$ cat config.mk
export PLATFORM = sky130hd
export DESIGN_NAME = sync_hdr_lock
export DESIGN_NICKNAME = d
export VERILOG_FILES = /design/src/rtl/sync_hdr_lock.sv
export SDC_FILE = /design/constraint.sdc
export NUM_CORES = 1
export LEC_CHECK = 0
export BUFFER_PORTS_ARGS = -buffer_cell sky130_fd_sc_hd__buf_2
export CORE_MARGIN = 2
export CORE_UTILIZATION = 40
export CTS_BUF_LIST = sky130_fd_sc_hd__clkbuf_4
export DETAILED_ROUTE_END_ITERATION = 10
export PLACE_DENSITY = 0.72
export REMOVE_ABC_BUFFERS = 1
export SYNTH_ARGS = -nofsm -noshare
export SYNTH_HDL_FRONTEND = slang
export SYNTH_SLANG_ARGS = --single-unit
$ cat constraint.sdc
create_clock -name clk -period 1.6 [get_ports clk]
set_clock_uncertainty 0.2 [all_clocks]
set_input_delay 0.16 -clock clk [delete_from_list [all_inputs] [get_ports clk]]
set_output_delay 0.16 -clock clk [all_outputs]
set_load 0.01 [all_outputs]
$ cat src/rtl/sync_hdr_lock.sv
module sync_hdr_lock #(
  parameter int LOCK_CNT    = 4,
  parameter int LOSS_CNT    = 4,
  parameter int SETTLE_BLKS = 2,
  parameter int BLK_W       = 66
) (
  input  logic             clk,
  input  logic             rst_n,
  input  logic             blk_valid,
  input  logic [BLK_W-1:0] blk_in,
  output logic             locked,
  output logic             slip,
  output logic             type_vld,
  output logic             blk_ctrl,
  output logic [BLK_W-3:0] blk_payload
);
  localparam int VW = $clog2(LOCK_CNT + 1);
  localparam int IW = $clog2(LOSS_CNT + 1);
  localparam int SW = $clog2(SETTLE_BLKS + 2);

  typedef enum logic [1:0] {HUNT, SETTLE, LOCK} st_t;

  st_t           state;
  logic [VW-1:0] vcnt;
  logic [IW-1:0] icnt;
  logic [SW-1:0] scnt;

  wire [1:0] hdr    = blk_in[1:0];
  wire       hdr_ok = hdr[0] ^ hdr[1];

  assign locked = (state == LOCK);

  always_ff @(posedge clk) begin
    if (!rst_n) begin
      state       <= HUNT;
      vcnt        <= '0;
      icnt        <= '0;
      scnt        <= '0;
      slip        <= 1'b0;
      type_vld    <= 1'b0;
      blk_ctrl    <= 1'b0;
      blk_payload <= '0;
    end else begin
      slip     <= 1'b0;
      type_vld <= 1'b0;
      if (blk_valid) begin
        case (state)
          HUNT: begin
            if (hdr_ok) begin
              if (vcnt == VW'(LOCK_CNT - 1)) begin
                state <= LOCK;
                vcnt  <= '0;
                icnt  <= '0;
              end else begin
                vcnt <= vcnt + 1'b1;
              end
            end else begin
              vcnt  <= '0;
              slip  <= 1'b1;
              scnt  <= '0;
              state <= (SETTLE_BLKS == 0) ? HUNT : SETTLE;
            end
          end
          SETTLE: begin
            if (scnt == SW'(SETTLE_BLKS - 1)) state <= HUNT;
            else                              scnt  <= scnt + 1'b1;
          end
          LOCK: begin
            if (hdr_ok) begin
              icnt        <= '0;
              type_vld    <= 1'b1;
              blk_ctrl    <= (hdr == 2'b10);
              blk_payload <= blk_in[BLK_W-1:2];
            end else if (icnt == IW'(LOSS_CNT - 1)) begin
              state <= HUNT;
              vcnt  <= '0;
              icnt  <= '0;
            end else begin
              icnt <= icnt + 1'b1;
            end
          end
          default: state <= HUNT;
        endcase
      end
    end
  end
endmodule


==> flow_summary_export.csv, run 1 <==
group,metric,value,unit
status,outcome,"finished, final reports clean",
logic_synthesis,synth_cells,356,
logic_synthesis,synth_fa_ha_area_share,1.62,%
setup_path,r2r-start,"scnt[1]",
setup_path,cp.required,1.71,ns
drt,maxUsedRoutingLayer,"met4",
floorplan,die_x,91.9,um
setup_path,crit_arrival,1.67,ns
global_routing,gr-usage-all-layers,19.1,%
clock_network,htreeDepth,3,
logic_synthesis,synth_mux_area_share,0,%
floorplan,dieArea,8450,um2
drt,via_per_inst,4.71,
timing,slew_headroom,79.3,%
placed_design,place.port_buffers,136,
power,total_power,3.76,mW
timing,slew_viol_final,0,
floorplan,start_util,40.6,%
setup_path,reg2reg_slack,0.04,ns
drt,met2_wirelength,4300,um
cells_and_area,fillerInstances,643,
power,combinationalPowerShare,10.0,%
cells_and_area,final_common_cell,"buf_2",
cells_and_area,multiInputGateArea,1410,um2
global_routing,grt_pass1_wl,13100,um
drt,routed_wl,8730,um
cells_and_area,diodes,0,
cells_and_area,stdcell_count,671,
timing,hold_violations,0,
setup_path,crit_start,"scnt[1]",
power,internal_power,2.96,mW
setup_path,r2r_end,"scnt[1]",
logic_synthesis,ys.warnings.count,0,
timing,tightest_slew,0.305,ns
power,p_leak,2.15,nW
timing,period_minus_slack,1.56,ns
clock_network,clock_latency,0.40,ns
clock_network,cts_max_path_buffers,2,
logic_synthesis,synth_top_family_by_area,"simple AND/OR/NAND/NOR gates",
floorplan,fp.dieH,91.9,um
worst_hold_path,min_path_type,"in2reg",
cells_and_area,drive_above_1_share,32.3,%
global_routing,grt.overflow.total,0,
cells_and_area,final_area,4890,um2
setup_path,path_max_fanout,2,
drt,wl_met1,3850,um
power,switching_share,21.3,%
logic_synthesis,synth-seq-cells,77,
setup_path,critical_path.endpoint,"scnt[1]",
floorplan,std_cell_rows,32,
timing,rsz0062_at_grt,"true",
drt,drt_iter0_markers,110,
drt,wl_per_cell,13.0,um
floorplan,ios,137,
power,power.density,768,nW/um2
drt,wl_met3,416,um
cells_and_area,seq_area,1550,um2
logic_synthesis,yosysSeqAreaShare,49.9,%
timing,setup_violations,0,
global_routing,antenna_found_initial,0,
cells_and_area,fin_nets,637,
power,peakVddDrop,0.452,mV
drt,first_pass_iters,4,
setup_path,cp-start-kind,"flop",
cells_and_area,finalCoreUtilization,64.3,%
clock_network,clk_pin_slew,0.12,ns
placed_design,pre_cts_ws,-0.117,ns
clock_network,root_buffer,"clkbuf_4",
global_routing,grt_max_degree,83,
logic_synthesis,synth-xor-area-share,0,%
clock_network,cts_tree,"yes",
setup_path,endpoint_kind,"flop",
placed_design,placed_area,3900,um2
timing,fin_ws,0.0402,ns
setup_path,critical_path_class,"reg2reg",
clock_network,cts.sinks,77,
job,max-cap-violations,0,
floorplan,core,7610,um2
drt,drc,0,
drt,vias,3161,
power,seqPwrFrac,51.4,%
power,switching_power,0.801,mW
power,p_clk_share,38.6,%
logic_synthesis,synth_compound_area_share,19.1,%
logic_synthesis,syn_area,3090,um2
clock_network,cts_buffers,9,
timing,fin_crit_sh,97.5,%
logic_synthesis,ys_types,33,
logic_synthesis,syn_avg_cell_area,8.68,um2
global_routing,grt_pass1_vias,2997,
cells_and_area,syn_to_final_growth,58.3,%
timing,fmax,0.641,GHz
placed_design,hpwl,4840,um
placed_design,gp_congestion,0.803,
logic_synthesis,yosys.area_share.simple,24.0,%
placed_design,dp_cells,580,
setup_path,reg2reg_depth,4,
cells_and_area,layout_common_cells,"buf_2, nand2_1, dfxtp_1",
drt,detail-route-antenna-nets,0,
[worst min path at each step]
stage | startpoint | endpoint | slack, ns | cells after the start
2_1_floorplan | rst_n | type_vld | 0.08 | 1
4_1_cts | blk_in[1] | state[0] | 0.15 | 5
6_report | blk_in[1] | state[0] | 0.19 | 5
5_1_grt | blk_in[1] | state[0] | 0.21 | 5
3_3_place_gp | blk_in[24] | blk_payload[22] | 0.20 | 3
3_5_place_dp | blk_in[34] | blk_payload[32] | 0.21 | 3
[power by group through the flow]
stage | Combinational [mW] | Clock, mW | Sequential [mW]
after floorplan | 0.0673 | 0 | 1.98
after global placement | 0.211 | 0 | 1.97
after detailed placement | 0.215 | 0 | 1.97
after CTS | 0.344 | 1.50 | 1.93
after global routing | 0.401 | 1.58 | 1.93
final | 0.376 | 1.45 | 1.93
[cell families after synthesis]
group                      Yosys count
buffers and inverters               30
adders and majority gates            4
DFF                                 77
and+or+nand+nor                    168
AOI/OAI and AO/OA                   77
[registers in the layout, summed over array words and instances (netlist names)]
signal / count
icnt: 3
scnt: 2
blk_ctrl: 1
type_vld: 1
blk_payload: 64
slip: 1
vcnt: 3
state: 2
[area by class of cell]
type | count | area share, %
clock inverters | 7 | 2.33
flip-flops and latches | 77 | 31.7
multi-input cells | 249 | 28.9
clock buffers | 9 | 1.38
well taps | 102 | 2.61
inverters | 3 | 0.230
repair buffers | 224 | 32.9
[critical path, stage by stage (launching register included)]
cell and delay [ns]:
dfxtp_2 0.35, inv_2 0.04, ha_4 0.20, or4bb_1 0.49, o41ai_2 0.20
[stage by stage]
stage          setup TNS (ns)  hold WS [ns]
2_1_floorplan          -43.71        0.0817
3_3_place_gp            -1.92         0.200
3_5_place_dp            -3.80         0.208
4_1_cts                     0         0.153
5_1_grt               -0.0258         0.206
6_report                    0         0.187
[synth_stat cells]
master / n / share of area, %
nand4b_1: 2 / 0.57
dfxtp_1: 77 / 50
and2_1: 3 / 0.61
inv_1: 3 / 0.36
a21boi_1: 39 / 9.5
o41ai_1: 2 / 0.57
a221oi_1: 1 / 0.28
nor4b_2: 1 / 0.49
nor3_1: 2 / 0.32
o311ai_0: 2 / 0.57
nor2_1: 5 / 0.61
o211a_1: 1 / 0.32
buf_6: 5 / 1.8
nand4bb_2: 1 / 0.53
buf_2: 9 / 1.5
nor3b_1: 2 / 0.49
nand2_1: 133 / 16
o21bai_1: 1 / 0.24
nand3b_1: 2 / 0.49
o21ai_0: 1 / 0.16
nand3_1: 6 / 0.97
buf_4: 2 / 0.49
a32oi_1: 1 / 0.28
nor2b_1: 2 / 0.40
clkbuf_1: 11 / 1.3
or4bb_1: 1 / 0.36
nand4bb_1: 1 / 0.36
a21boi_0: 27 / 6.6
a32o_1: 2 / 0.65
ha_1: 4 / 1.6
and4bb_2: 1 / 0.40
nand2b_1: 4 / 0.81
nand4_1: 2 / 0.40
[routing by layer]
metal	GRT usage, %	vias to the layer above
met2	33.4	98
met4	8.08	0
met1	22.4	1457
met3	4.52	13
met5	0	-
li1	-	1593
[repair_timing]
action / 4_1_cts / 5_1_grt
setup buffers: 0 / 6
cloned: 0 / 2
setup endpoints to repair: 2 / 13
resized for setup: 11 / 3
hold buffers: 67 / 0
hold endpoints to repair: 69 / 0
Note: power is estimated with default switching activity, not from simulation.
==> run 2, diff against run 1 <==
==> constraint.sdc (replaced) <==
create_clock -name clk -period 1.6 [get_ports clk]
set_clock_uncertainty 0.2 [all_clocks]
set_input_delay 0.16 -clock clk [delete_from_list [all_inputs] [get_ports clk]]
set_output_delay 0.16 -clock clk [all_outputs]
set_load 0.02 [all_outputs]
==> run 2 against run 1 <==
Net effect: fmax decreased by 0.23%; worst hold slack got worse by 0.0020 ns; wire length about the same; first-iteration DRC count decreased by 37%; largest cell class unchanged.
==> flow_summary_export.csv, run 2 (synthesized netlist as in run 1, its figures left out) <==
group,metric,value,unit
timing,fin_crit_sh,97.7,%
power,total_power,3.76,mW
clock_network,htreeDepth,3,
drt,routed_wl,8740,um
status,outcome,"finished, final reports clean",
cells_and_area,fin_nets,638,
floorplan,dieArea,8450,um2
setup_path,cp-start-kind,"flop",
cells_and_area,final_common_cell,"buf_2",
job,max-cap-violations,0,
setup_path,crit_arrival,1.67,ns
cells_and_area,syn_to_final_growth,58.8,%
timing,slew_viol_final,0,
power,peakVddDrop,0.452,mV
floorplan,start_util,40.6,%
drt,drc,0,
global_routing,gr-usage-all-layers,19.2,%
clock_network,cts_buffers,9,
cells_and_area,diodes,0,
power,power.density,765,nW/um2
setup_path,reg2reg_slack,0.04,ns
placed_design,place.port_buffers,136,
drt,via_per_inst,4.68,
timing,setup_violations,0,
worst_hold_path,min_path_type,"in2reg",
timing,period_minus_slack,1.56,ns
clock_network,cts.sinks,77,
floorplan,fp.dieH,91.9,um
timing,slew_headroom,78.6,%
setup_path,path_max_fanout,2,
cells_and_area,largest_reg_flops,64,
cells_and_area,biggestRegsByFlops,"blk_payload x64, icnt x3, vcnt x3",
timing,hold_violations,0,
cells_and_area,stdcell_count,672,
timing,fmax,0.640,GHz
global_routing,grt.overflow.total,0,
power,p_leak,2.15,nW
placed_design,dp_cells,580,
cells_and_area,final_area,4910,um2
global_routing,grt_max_degree,83,
clock_network,clk_pin_slew,0.12,ns
cells_and_area,drive_above_1_share,32.5,%
cells_and_area,layout_common_cells,"buf_2, nand2_1, dfxtp_1",
timing,setup_tns,0,ns
setup_path,endpoint_kind,"flop",
cells_and_area,multiInputGateArea,1410,um2
drt,first_pass_iters,4,
global_routing,grt_pass1_wl,13200,um
drt,drt_iter0_markers,69,
clock_network,cts_max_path_buffers,2,
setup_path,cp.required,1.71,ns
placed_design,hpwl,4840,um
drt,detail-route-antenna-nets,0,
cells_and_area,regMostFlops,"blk_payload",
floorplan,std_cell_rows,32,
floorplan,ios,137,
global_routing,grt_pass1_vias,3027,
setup_path,critical_path_class,"reg2reg",
clock_network,clock_latency,0.40,ns
clock_network,root_buffer,"clkbuf_4",
drt,vias,3143,
drt,wl_per_cell,13.0,um
cells_and_area,fillerInstances,638,
floorplan,core,7610,um2
global_routing,antenna_found_initial,0,
cells_and_area,seq_area,1550,um2
timing,tightest_slew,0.316,ns
timing,rsz0062_at_grt,"true",
clock_network,cts_tree,"yes",
placed_design,placed_area,3900,um2
placed_design,gp_congestion,0.803,
floorplan,die_x,91.9,um
==> run 2: changes by cell type in the layout (fill, tap and decap cells not counted) <==
cell	before	now
buf_6	1	3
buf_2	136	135
==> run 2: power by group <==
group	total, mW	switching, mW	internal [mW]
sequential	1.93	0.00623	1.92
clock	1.45	0.663	0.784
combinational	0.381	0.130	0.250
total	3.76	0.799	2.96
==> run 2: repair_timing <==
action,CTS,global route
setup endpoints to repair,2,15
buffers inserted,1,6
endpoints found under the hold margin,69,0
gates cloned,0,2
gates resized for setup,12,5
hold buffers,67,0
==> run 2: final timing paths <==
path,startpoint,to,cells past startpoint
setup / recovery,scnt[1],scnt[1],4
hold reg to reg,blk_payload[27],blk_payload[27],2
setup reg to reg,scnt[1],scnt[1],4
hold / removal,blk_in[1],state[0],5
==> run 2: critical path: stages, from the launching register on <==
cell     delay (ns)
dfxtp_2        0.35
inv_2          0.04
ha_4           0.20
or4bb_1        0.48
o41ai_2        0.20
==> run 2: routing by layer <==
| metal | share of wire, % | vias up | GRT usage [%] |
|---|---|---|---|
| li1 | - | 1597 | - |
| met1 | 45 | 1437 | 22.1 |
| met2 | 49 | 98 | 34.1 |
| met3 | 4.8 | 11 | 4.52 |
| met4 | 1.6 | 0 | 8.08 |
| met5 | 0 | - | 0 |
==> run 2: cell type report <==
cell class	count	area share (%)
clock inverter	7	2.32
clock buffer	9	1.38
inverter	3	0.229
multi-input combinational	249	28.8
sequential	77	31.6
tap	102	2.60
timing repair buffer	225	33.1
==> run 2: stage by stage <==
step                util, %  hold WS [ns]  worst slack (ns)
floorplan                 -        0.0817            -0.669
global placement       51.3         0.200           -0.0607
detailed placement     51.3         0.208            -0.117
CTS                    63.2         0.153           0.00278
global route           64.6         0.200           -0.0258
finish                 64.6         0.185            0.0365
